===== src/rtl/irq_ack_pkg.sv =====
package irq_ack_pkg;
    typedef enum logic [2:0] {
        ST_IDLE,
        ST_ACK1,
        ST_GAP,
        ST_ACK2,
        ST_CALC,
        ST_DONE
    } seq_state_t;
endpackage


===== src/rtl/irq_phase_timer.sv =====
// Counts clocks spent in the current controller state; cleared on every state change.
module irq_phase_timer #(
    parameter int CNT_MAX = 4
) (
    input  logic                         clk,
    input  logic                         rst_n,
    input  logic                         clr_i,
    output logic [$clog2(CNT_MAX+1)-1:0] cnt_o
);
    localparam int CNT_W = $clog2(CNT_MAX + 1);

    always_ff @(posedge clk or negedge rst_n) begin
        if (!rst_n) begin
            cnt_o <= '0;
        end else if (clr_i) begin
            cnt_o <= '0;
        end else if (cnt_o != CNT_W'(CNT_MAX)) begin
            cnt_o <= cnt_o + 1'b1;
        end
    end

    AST_CNT_BOUND: assert property (@(posedge clk) disable iff (!rst_n)
        cnt_o <= CNT_W'(CNT_MAX));
endmodule


===== src/rtl/irq_vec_calc.sv =====
// Holds the type number and forms the two word addresses of its vector entry.
module irq_vec_calc #(
    parameter int TYPE_W = 8,
    parameter int ADDR_W = 20
) (
    input  logic              clk,
    input  logic              rst_n,
    input  logic              cap_bus_i,
    input  logic              cap_known_i,
    input  logic [TYPE_W-1:0] bus_type_i,
    input  logic [TYPE_W-1:0] known_type_i,
    input  logic              calc_i,
    output logic [TYPE_W-1:0] type_o,
    output logic [ADDR_W-1:0] off_addr_o,
    output logic [ADDR_W-1:0] seg_addr_o
);
    localparam int ENTRY_SHIFT = 2;
    localparam int PAD_W       = ADDR_W - TYPE_W - ENTRY_SHIFT;

    logic [ADDR_W-1:0] entry_base;

    generate
        if (PAD_W > 0) begin : g_pad
            assign entry_base = {{PAD_W{1'b0}}, type_o, {ENTRY_SHIFT{1'b0}}};
        end else begin : g_nopad
            assign entry_base = ADDR_W'({type_o, {ENTRY_SHIFT{1'b0}}});
        end
    endgenerate

    always_ff @(posedge clk or negedge rst_n) begin
        if (!rst_n) begin
            type_o <= '0;
        end else if (cap_bus_i) begin
            type_o <= bus_type_i;
        end else if (cap_known_i) begin
            type_o <= known_type_i;
        end
    end

    always_ff @(posedge clk or negedge rst_n) begin
        if (!rst_n) begin
            off_addr_o <= '0;
            seg_addr_o <= '0;
        end else if (calc_i) begin
            off_addr_o <= entry_base;
            seg_addr_o <= entry_base | ADDR_W'(2);
        end
    end

    AST_CAP_EXCLUSIVE: assert property (@(posedge clk) disable iff (!rst_n)
        !(cap_bus_i && cap_known_i));
    AST_SEG_ABOVE_OFF: assert property (@(posedge clk) disable iff (!rst_n)
        calc_i |=> (seg_addr_o == off_addr_o + ADDR_W'(2)));
    AST_OFF_ALIGNED: assert property (@(posedge clk) disable iff (!rst_n)
        calc_i |=> (off_addr_o[1:0] == 2'b00));
endmodule


===== src/rtl/irq_ack_sequencer.sv =====
module irq_ack_sequencer
    import irq_ack_pkg::*;
#(
    parameter int TYPE_W     = 8,
    parameter int ADDR_W     = 20,
    parameter int PULSE_CLKS = 2,
    parameter int GAP_CLKS   = 4
) (
    input  logic              clk,
    input  logic              rst_n,
    input  logic              start_i,
    input  logic              need_ack_i,
    input  logic [TYPE_W-1:0] known_type_i,
    input  logic [TYPE_W-1:0] data_i,
    output logic              ack_n_o,
    output logic              lock_o,
    output logic              done_o,
    output logic [TYPE_W-1:0] type_o,
    output logic [ADDR_W-1:0] off_addr_o,
    output logic [ADDR_W-1:0] seg_addr_o
);
    localparam int CNT_MAX = (PULSE_CLKS > GAP_CLKS) ? PULSE_CLKS : GAP_CLKS;
    localparam int CNT_W   = $clog2(CNT_MAX + 1);

    seq_state_t state_q, state_d;
    logic [CNT_W-1:0] cnt;
    logic pulse_end, gap_end;
    logic cap_bus, cap_known, calc;

    assign pulse_end = (cnt == CNT_W'(PULSE_CLKS - 1));
    assign gap_end   = (cnt == CNT_W'(GAP_CLKS - 1));

    irq_phase_timer #(.CNT_MAX(CNT_MAX)) u_timer (
        .clk   (clk),
        .rst_n (rst_n),
        .clr_i (state_d != state_q),
        .cnt_o (cnt)
    );

    // Next-state logic
    always_comb begin
        state_d = state_q;
        unique case (state_q)
            ST_IDLE: if (start_i) state_d = need_ack_i ? ST_ACK1 : ST_CALC;
            ST_ACK1: if (pulse_end) state_d = ST_GAP;
            ST_GAP:  if (gap_end) state_d = ST_ACK2;
            ST_ACK2: if (pulse_end) state_d = ST_CALC;
            ST_CALC: state_d = ST_DONE;
            ST_DONE: state_d = ST_IDLE;
            default: state_d = ST_IDLE;
        endcase
    end

    always_ff @(posedge clk or negedge rst_n) begin
        if (!rst_n) state_q <= ST_IDLE;
        else        state_q <= state_d;
    end

    // Output logic
    always_comb begin
        ack_n_o   = 1'b1;
        lock_o    = 1'b0;
        done_o    = 1'b0;
        cap_bus   = 1'b0;
        cap_known = 1'b0;
        calc      = 1'b0;
        unique case (state_q)
            ST_IDLE: cap_known = start_i && !need_ack_i;
            ST_ACK1: begin
                ack_n_o = 1'b0;
                lock_o  = 1'b1;
            end
            ST_GAP:  lock_o = 1'b1;
            ST_ACK2: begin
                ack_n_o = 1'b0;
                lock_o  = 1'b1;
                cap_bus = pulse_end;
            end
            ST_CALC: calc = 1'b1;
            ST_DONE: done_o = 1'b1;
            default: ;
        endcase
    end

    irq_vec_calc #(.TYPE_W(TYPE_W), .ADDR_W(ADDR_W)) u_vec (
        .clk          (clk),
        .rst_n        (rst_n),
        .cap_bus_i    (cap_bus),
        .cap_known_i  (cap_known),
        .bus_type_i   (data_i),
        .known_type_i (known_type_i),
        .calc_i       (calc),
        .type_o       (type_o),
        .off_addr_o   (off_addr_o),
        .seg_addr_o   (seg_addr_o)
    );

    AST_ACK_UNDER_LOCK: assert property (@(posedge clk) disable iff (!rst_n)
        !ack_n_o |-> lock_o);
    AST_LOCK_DROPS_AFTER_ACK: assert property (@(posedge clk) disable iff (!rst_n)
        $fell(lock_o) |-> $past(!ack_n_o));
    AST_DONE_SINGLE: assert property (@(posedge clk) disable iff (!rst_n)
        done_o |=> !done_o);
    AST_CAPTURE_IN_PULSE: assert property (@(posedge clk) disable iff (!rst_n)
        cap_bus |-> (!ack_n_o && lock_o));
    AST_BUSY_IGNORES_START: assert property (@(posedge clk) disable iff (!rst_n)
        (state_q != ST_IDLE && state_q != ST_DONE) |=> (state_q != ST_IDLE));
    AST_PULSE_WIDTH: assert property (@(posedge clk) disable iff (!rst_n)
        $fell(ack_n_o) |=> !ack_n_o);
endmodule


===== config.mk =====
export PLATFORM = sky130hd
export DESIGN_NAME = irq_ack_sequencer
export DESIGN_NICKNAME = d
export VERILOG_FILES = /design/src/rtl/irq_ack_pkg.sv /design/src/rtl/irq_phase_timer.sv /design/src/rtl/irq_vec_calc.sv /design/src/rtl/irq_ack_sequencer.sv
export SDC_FILE = /design/constraint.sdc
export NUM_CORES = 1
export LEC_CHECK = 0
export BUFFER_PORTS_ARGS = -buffer_cell sky130_fd_sc_hd__buf_4
export CORE_MARGIN = 2
export CORE_UTILIZATION = 45
export CTS_BUF_LIST = sky130_fd_sc_hd__clkbuf_4 sky130_fd_sc_hd__clkbuf_8 sky130_fd_sc_hd__clkbuf_16
export DETAILED_ROUTE_END_ITERATION = 16
export HOLD_SLACK_MARGIN = 0.15
export PLACE_DENSITY = 0.78
export SLEW_MARGIN = 25
export SYNTH_ARGS = -nofsm -noshare
export SYNTH_HDL_FRONTEND = slang
export SYNTH_SLANG_ARGS = --single-unit

===== constraint.sdc =====
create_clock -name clk -period 1.8 [get_ports clk]
set_input_delay 0.36 -clock clk [delete_from_list [all_inputs] [get_ports clk]]
set_output_delay 0.36 -clock clk [all_outputs]
set_load 0.01 [all_outputs]

==> impl_metrics.toml, run 1 <==
[pwr]
power_leakage_nw = 0.800
switching_share_pct = 40.8
combPwrFrac_pct = 54.7
powerDensity_mw_per_mm2 = 1630
power_frac_clock_pct = 9.5
seq_power_share_pct = 35.8
irDropWorstVdd_v = 0.000690
intPower_w = 0.00162
p_switching_w = 0.00112

[placement]
post-dp-hpwl_mm = 2.28
place_ws_ns = 0.255
dpl_cell_area_mm2 = 0.00164
placement.io_buffers = 47
gp_congestion = 0.791

[yosys]
syn_area_per_cell_um2 = 10.0
netlist_instances = 141
synth_commonest_cells = "buf_4 (32), dfrtp_1 (23), nor3_1 (10)"
synthTopCellsByArea = "dfrtp_1 (41%), buf_4 (17%), mux2_2 (7.2%), a31oi_1 (3.5%), ha_1 (3.5%)"
synth_warnings = 0
ys_seq_elements = 23
synth_flop_cell = "dfrtp_1"
synth_top_cell_area_share_pct = 40.6
yosysSeqAreaShare_pct = 40.6
async_reset_ff_share_pct = 100
syn-cell-area_mm2 = 0.00142
synth_top_area_cell = "dfrtp_1"
synthDistinctLibCells = 33
synth.most_common_cell = "buf_4"
synth_edf_count = 0

[final_layout]
area_growth_pct = 18.3
diodes = 0
nNetsFinal = 203
drive_gt1_share_pct = 38.8
fillers = 263
stdcell_area_mm2 = 0.00168

[floorplan]
ios = 71
fp.dieW_um = 60.1
die_h_um = 60.1
core_area_mm2 = 0.00303
start_util_pct = 46.8
die_area_mm2 = 0.00361
rows = 20

[worst_setup_path]
worstSetupEndpointType = "output pin"
path_max_fanout = 11
critPathLaunchType = "register"
reg2reg_from = "u_timer.cnt_o[0]"
startpoint = "state_q[2]"
required_ns = 1.44
critPathArrivalTime_ns = 1.30
worstSetupPathType = "reg -> out"

[timing]
fin_crit_ns = 1.66
hold_viol = 0
setup_violations = 0
period_share_pct = 92.1
totalNegativeSetupSlack_ns = 0
skew_ns = 0.00505
rsz0062_at_grt = "no"
fin_ws_ns = 0.142
relSlewSlack_pct = 56.5
worst_pin_slew_ns = 0.650
clock.fmax_mhz = 603
slew_viol_final = 0

[drt]
first_pass_iters = 5
dr_total_vias = 1060
finalWirelength_mm = 2.99
wl_per_cell_um = 13.4
drt_iter0_markers = 69
final_antenna_net_count = 0
drc_errors = 0
vias_per_cell = 4.77

[grt]
antenna_found_initial = 0
grt_pass1_vias = 960
grt_start_max_net_pins = 24
gr-usage-all-layers_pct = 16.8
overflow = 0
grt_pass1_wl_mm = 4.49

[cts]
cts_resized = 0
cts_tree = "built"
htreeDepth = 1
cts.sink_count = 23
worstSkewPairLatency_ns = 0.33
clk_pin_slew_ns = 0.13
cts_buffers = 3
cts_root_buf = "clkbuf_4"
clk_path_buf_depth = 2
cts_setup_buffers = 0

[job]
drv_cap = 0

[min_path]
min_path_type = "in -> reg"
hp-start = "known_type_i[4]"

[run_status]
status = "completed"
==> cell type report <==
class                   instances  area (um^2)  area share (%)
clock buffers                   3         22.5            1.34
clock inverters                 1         5.00           0.299
inverters                       4         15.0           0.896
multi-input cells              96          617            36.8
flip-flops and latches         23          576            34.4
well taps                      44         55.1            3.29
repair buffers                 51          385            23.0
==> critical path: stages (launching register included) <==
cell	delay (ns)
dfrtp_1	0.50
o21ba_2	0.33
buf_4	0.13
==> flip-flops by register name (all words and copies together), names as in the netlist <==
name / flops
u_vec.seg_addr_o: 1
u_vec.type_o: 8
state_q: 3
u_timer.cnt_o: 3
u_vec.off_addr_o: 8
==> power by group through the flow <==
stage               Clock (W)  Combinational (W)  Sequential [W]
CTS                  0.000264            0.00152        0.000976
global placement            0            0.00145        0.000966
floorplan                   0           0.000998        0.000991
detailed placement          0            0.00151        0.000993
finish               0.000258            0.00150        0.000979
global route         0.000283            0.00164         0.00101
==> cell families (layout without fill, tap and decap cells) <==
logic type	after synthesis	count (layout)	share of synthesized area, %
AO/OA/AOI/OAI	22	22	10.5
XOR/XNOR	2	2	1.24
adder cells (fa/ha/maj)	4	4	3.53
buffers and inverters	44	59	21.6
flip-flops	23	23	40.6
multiplexers	10	10	7.86
other	1	23	0.265
AND/OR/NAND/NOR	35	35	14.3
==> per-stage QoR <==
stage / instances / total power (W) / util (%) / hold WS (ns)
6_report: 222 / 0.00273 / 55.3 / 0.291
5_1_grt: 222 / 0.00293 / 55.3 / 0.284
4_1_cts: 222 / 0.00276 / 55.3 / 0.293
3_5_place_dp: 217 / 0.00250 / 54.1 / 0.272
3_3_place_gp: 217 / 0.00242 / 54.1 / 0.265
2_1_floorplan: 163 / 0.00199 / - / 0.0644
==> routing by layer <==
metal	vias up	wire length, um	track usage (%)
met5	-	0	0
met4	0	39	7.94
met3	6	228	3.03
met2	53	1460	27.8
met1	495	1260	21.0
li1	506	-	-
==> placed cells by master, fill, tap and decap left out, drive strengths merged <==
master,Yosys,final
nor2b,1,1
a21oi,1,1
o21ba,1,1
inv,4,4
clkinv,0,1
conb,1,23
mux2,9,9
ha,4,4
mux2i,1,1
nand4bb,1,1
nand2b,1,1
or2,3,3
or3b,1,1
nor2,2,2
dfrtp,23,23
a22oi,1,1
nor3b,1,1
nand2,3,3
buf,39,50
clkbuf,1,3
and3,1,1
nand3b,2,2
and2,1,1
a211oi,1,1
dlygate4sd3,0,1
o32ai,1,1
nand3,8,8
o22ai,1,1
nor3,10,10
xnor2,2,2
a31oi,8,8
o21ai,8,8
==> timing repair <==
item | 4_1_cts | 5_1_grt
hold endpoints to repair | 23 | 0
setup endpoints to repair | 0 | 0
hold buffers | 1 | 0
==> final timing paths <==
kind	endpoint	slack (ns)	cells past startpoint
setup / recovery	lock_o	0.14	2
hold / removal	u_vec.type_o[4]	0.29	3
setup reg to reg	u_vec.type_o[7]	0.22	4
hold reg to reg	u_vec.seg_addr_o[1]	0.49	1
max in group asynchronous	u_vec.type_o[5]	1.13	2
min in group asynchronous	u_vec.seg_addr_o[1]	0.43	2
Power figures use the tool's default switching activity.
==> inputs of run 2 (changes only) <==
--- a/config.mk
+++ b/config.mk
@@ -8,7 +8,7 @@
 export BUFFER_PORTS_ARGS = -buffer_cell sky130_fd_sc_hd__buf_4
 export CORE_MARGIN = 2
 export CORE_UTILIZATION = 45
-export CTS_BUF_LIST = sky130_fd_sc_hd__clkbuf_4 sky130_fd_sc_hd__clkbuf_8 sky130_fd_sc_hd__clkbuf_16
+export CTS_BUF_LIST = sky130_fd_sc_hd__clkbuf_16
 export DETAILED_ROUTE_END_ITERATION = 16
 export HOLD_SLACK_MARGIN = 0.15
 export PLACE_DENSITY = 0.78
==> run 2 against run 1 <==
  * Worst hold slack better by 0.094 ns
  * Fmax up 5.5%
  * Count of clock-buffer cells in the layout unchanged
  * Cell count is the same
  * Highest routed layer unchanged
  * Total power grew 8.8%
  * Largest cell class unchanged
==> impl_metrics.toml, run 2 (same netlist as run 1, synthesis figures left out) <==
[run_status]
status = "completed"

[cts]
cts_root_buf = "clkbuf_16"
cts_tree = "built"
htreeDepth = 1
cts_resized = 0
cts_buffers = 3
clk_pin_slew_ns = 0.06
cts.sink_count = 23
worstSkewPairLatency_ns = 0.25
clk_path_buf_depth = 2

[timing]
fin_crit_ns = 1.57
totalNegativeSetupSlack_ns = 0
period_share_pct = 87.3
rsz0062_at_grt = "no"
slew_viol_final = 0
hold_viol = 0
worst_pin_slew_ns = 0.646
clock.fmax_mhz = 637
setup_violations = 0
skew_ns = 0.00230
relSlewSlack_pct = 56.7

[drt]
vias_per_cell = 4.89
wl_met3_um = 240
drt_iter0_markers = 89
wl_met2_mm = 1.55
dr_total_vias = 1086
wl_per_cell_um = 13.8
first_pass_iters = 4
wl_met1_mm = 1.25
drc_errors = 0
finalWirelength_mm = 3.05
final_antenna_net_count = 0
topRoutingLayerUsed = "met4"

[floorplan]
core_area_mm2 = 0.00303
rows = 20
start_util_pct = 46.8
ios = 71
fp.dieW_um = 60.1
die_h_um = 60.1
die_area_mm2 = 0.00361

[pwr]
power_leakage_nw = 0.823
powerDensity_mw_per_mm2 = 1720
irDropWorstVdd_v = 0.000776

[placement]
post-dp-hpwl_mm = 2.28
placement.io_buffers = 47
gp_congestion = 0.791
dpl_cell_area_mm2 = 0.00164

[final_layout]
layout_commonest_cell = "buf_4"
final_cell_mix = "buf_4 (50), conb_1 (23), dfrtp_1 (23), nor3_1 (10), mux2_2 (9)"
top_regs = "u_vec.off_addr_o (8), u_vec.type_o (8)"
drive_gt1_share_pct = 38.8
stdcell_area_mm2 = 0.00173
diodes = 0
nNetsFinal = 203
area_growth_pct = 22.0

[worst_setup_path]
critPathArrivalTime_ns = 1.67
reg2reg_from = "u_timer.cnt_o[0]"
critPathLaunchType = "register"
reg2regPathDepth = 4
required_ns = 1.90
reg2reg_slack_ns = 0.23
path_max_fanout = 9
worst_r2r_endpoint = "u_vec.type_o[2]"
crit_path_end = "u_vec.type_o[2]"
worstSetupPathType = "reg -> reg"
startpoint = "u_timer.cnt_o[0]"
worstSetupEndpointType = "register"

[job]
drv_cap = 0

[grt]
overflow = 0
grt_start_max_net_pins = 24
antenna_found_initial = 0
grt_pass1_vias = 990
grt_pass1_wl_mm = 4.53
gr-usage-all-layers_pct = 16.8

[min_path]
min_path_type = "in -> reg"
-- run 2: worst min path at each step --
stage / startpoint / to / cells after the start
6_report: data_i[4] / u_vec.type_o[4] / 3
5_1_grt: known_type_i[4] / u_vec.type_o[4] / 3
4_1_cts: data_i[3] / u_vec.type_o[3] / 3
3_5_place_dp: rst_n / u_vec.type_o[6] / 1
3_3_place_gp: rst_n / u_vec.seg_addr_o[1] / 1
2_1_floorplan: rst_n / state_q[0] / 0
-- run 2: power by group --
| part | total [W] | switching (W) | internal (W) |
|---|---|---|---|
| logic | 0.00151 | 0.000731 | 0.000780 |
| registers | 0.000982 | 0.000226 | 0.000756 |
| clock network | 0.000479 | 0.000181 | 0.000299 |
| total | 0.00297 | 0.00114 | 0.00184 |
-- run 2: critical path, stage by stage, from the launching register on --
cell,delay [ns]
dfrtp_1,0.43
ha_1,0.25
nand4bb_1,0.13
or2_0,0.43
a31oi_1,0.18
-- run 2: cell type report --
type                            instances  area [um^2]
Clock buffer                            3         75.1
Clock inverter                          1         5.00
Fill cell                             262         1300
Inverter                                4         15.0
Multi-Input combinational cell         96          617
Sequential cell                        23          576
Tap cell                               44         55.1
Timing Repair Buffer                   51          385
-- run 2: routing by layer --
| metal | up-vias | global-route usage (%) |
|---|---|---|
| li1 | 506 | - |
| met1 | 516 | 20.9 |
| met2 | 62 | 29.5 |
| met3 | 2 | 2.16 |
| met4 | 0 | 5.71 |
| met5 | - | 0 |
-- run 2: per-stage QoR --
stage	power (W)	std cells	hold WS, ns	setup slack, ns	utilization [%]
6_report	0.00297	222	0.386	0.229	57.1
5_1_grt	0.00317	222	0.390	0.110	57.1
4_1_cts	0.00300	222	0.380	0.237	57.1
3_5_place_dp	0.00250	217	0.272	0.255	54.1
3_3_place_gp	0.00242	217	0.265	0.313	54.1
2_1_floorplan	0.00199	163	0.0644	0.407	-
-- run 2: what timing repair did --
action / CTS / global route
endpoints found under the setup margin: 0 / 0
setup buffers: 0 / 0
hold buffers: 1 / 0
endpoints found under the hold margin: 23 / 0
==> inputs of run 3 (changes only) <==
--- a/config.mk
+++ b/config.mk
@@ -11,7 +11,7 @@
 export CTS_BUF_LIST = sky130_fd_sc_hd__clkbuf_16
 export DETAILED_ROUTE_END_ITERATION = 16
 export HOLD_SLACK_MARGIN = 0.15
-export PLACE_DENSITY = 0.78
+export PLACE_DENSITY = 0.79
 export SLEW_MARGIN = 25
 export SYNTH_ARGS = -nofsm -noshare
 export SYNTH_HDL_FRONTEND = slang
==> run 3 against run 2 <==
  * Critical path type unchanged
  * Non-clock buffer count is the same
  * Critical path depth is the same
  * Utilization is the same
==> impl_metrics.toml, run 3 (same netlist as run 1, synthesis figures left out) <==
[worst_setup_path]
critPathArrivalTime_ns = 1.70
cpMaxStageDelayCell = "or2_0"
path_max_fanout = 9
reg2regPathDepth = 4
worst_r2r_endpoint = "u_vec.type_o[6]"
cp_top_family = "simple AND/OR/NAND/NOR gates"
crit_buf_inv = 0
reg2reg_from = "u_timer.cnt_o[0]"
reg2reg_slack_ns = 0.20
critPathLaunchType = "register"
worstPathCellList = "ha_1, nand4bb_1, or2_0, a31oi_1"
required_ns = 1.90
worstSetupEndpointType = "register"
worstSetupPathType = "reg -> reg"
max_stage_delay_ns = 0.49

[drt]
first_pass_iters = 4
drt_iter0_markers = 53
wl_per_cell_um = 14.0
drc_errors = 0
final_antenna_net_count = 0
dr_total_vias = 1105
finalWirelength_mm = 3.10
vias_per_cell = 4.98

[cts]
worstSkewPairLatency_ns = 0.26
clk_pin_slew_ns = 0.06
cts_root_buf = "clkbuf_16"
ctsHoldBuffers = 1
cts_tree = "built"
cts_buffers = 3
cts_resized = 0
htreeDepth = 1
cts.sink_count = 23
cts_setup_buffers = 0
clk_path_buf_depth = 2

[placement]
gp_congestion = 0.785
dpl_cell_area_mm2 = 0.00164
placement.io_buffers = 47
post-dp-hpwl_mm = 2.37

[timing]
totalNegativeSetupSlack_ns = 0
worst_pin_slew_ns = 0.625
slew_viol_final = 0
skew_ns = 0.00591
fin_crit_ns = 1.60
rsz0062_at_grt = "no"
hold_viol = 0
setup_violations = 0
clock.fmax_mhz = 625
period_share_pct = 88.9
relSlewSlack_pct = 58.2

[pwr]
powerDensity_mw_per_mm2 = 1730
irDropWorstVdd_v = 0.000753
power_w = 0.00298
power_leakage_nw = 0.823

[final_layout]
diodes = 0
final_cell_mix = "buf_4 (50), conb_1 (23), dfrtp_1 (23), nor3_1 (10), mux2_2 (9)"
fillers = 256
nNetsFinal = 203
stdcell_area_mm2 = 0.00173
layout_commonest_cell = "buf_4"
ff_latch_area_um2 = 576
multi_input_area_um2 = 617
area_growth_pct = 22.0
top_regs = "u_vec.off_addr_o (8), u_vec.type_o (8)"
drive_gt1_share_pct = 38.8

[floorplan]
start_util_pct = 46.8
ios = 71
core_area_mm2 = 0.00303
die_area_mm2 = 0.00361
fp.dieW_um = 60.1
rows = 20
die_h_um = 60.1

[grt]
grt_pass1_vias = 1037
gr-usage-all-layers_pct = 18.3
overflow = 0
grt_pass1_wl_mm = 4.90
grt_start_max_net_pins = 24
antenna_found_initial = 0

[job]
drv_cap = 0

[min_path]
hp-start = "data_i[5]"
whs_path_depth = 3
whs_endpoint = "u_vec.type_o[5]"
min_path_type = "in -> reg"

[run_status]
status = "completed"
[run 3: cell counts in the layout (fill, tap and decap cells not counted)]
No cell type changed its count.
[run 3: power by group]
| group | leakage [nW] | switching [W] | internal [W] | total [W] |
|---|---|---|---|---|
| Clock | 0.0409 | 0.000184 | 0.000299 | 0.000482 |
| Sequential | 0.282 | 0.000238 | 0.000756 | 0.000994 |
| Combinational | 0.500 | 0.000728 | 0.000780 | 0.00151 |
| Total | 0.823 | 0.00115 | 0.00183 | 0.00298 |
[run 3: worst max path at each step]
stage / start / to / slack [ns] / depth (start not counted)
floorplan: state_q[2] / u_timer.cnt_o[2] / 0.41 / 5
global placement: u_timer.cnt_o[0] / u_vec.type_o[0] / 0.27 / 4
finish: u_timer.cnt_o[0] / u_vec.type_o[6] / 0.20 / 4
CTS: u_timer.cnt_o[0] / u_vec.type_o[6] / 0.18 / 4
detailed placement: u_timer.cnt_o[0] / u_vec.type_o[6] / 0.19 / 4
global route: u_timer.cnt_o[1] / u_vec.type_o[4] / 0.04 / 5
[run 3: metrics by stage]
stage / utilization, % / setup WS [ns] / hold slack (ns) / instances
floorplan: - / 0.407 / 0.0644 / 163
global placement: 54.1 / 0.270 / 0.261 / 217
detailed placement: 54.1 / 0.190 / 0.270 / 217
CTS: 57.1 / 0.185 / 0.376 / 222
global route: 57.1 / 0.0414 / 0.389 / 222
finish: 57.1 / 0.199 / 0.375 / 222
[run 3: area by class of cell]
type	instances	area share [%]
Clock inverter	1	0.290
Multi-Input combinational cell	96	35.7
Inverter	4	0.869
Sequential cell	23	33.3
Timing Repair Buffer	51	22.3
Tap cell	44	3.19
Clock buffer	3	4.34
[run 3: worst reg2reg max path, delay by kind of cell (launching register included)]
kind | cells | cell delay (ns)
simple gates | 2 | 0.62
fa+ha+maj | 1 | 0.24
compound gates | 1 | 0.17
flops | 1 | 0.42
[run 3: layer usage]
layer	vias up	track usage [%]	part of all wire, %
met3	2	4.55	6.1
met4	0	5.71	0.45
li1	512	-	-
met5	-	0	0
met2	49	32.0	52
met1	542	22.0	41
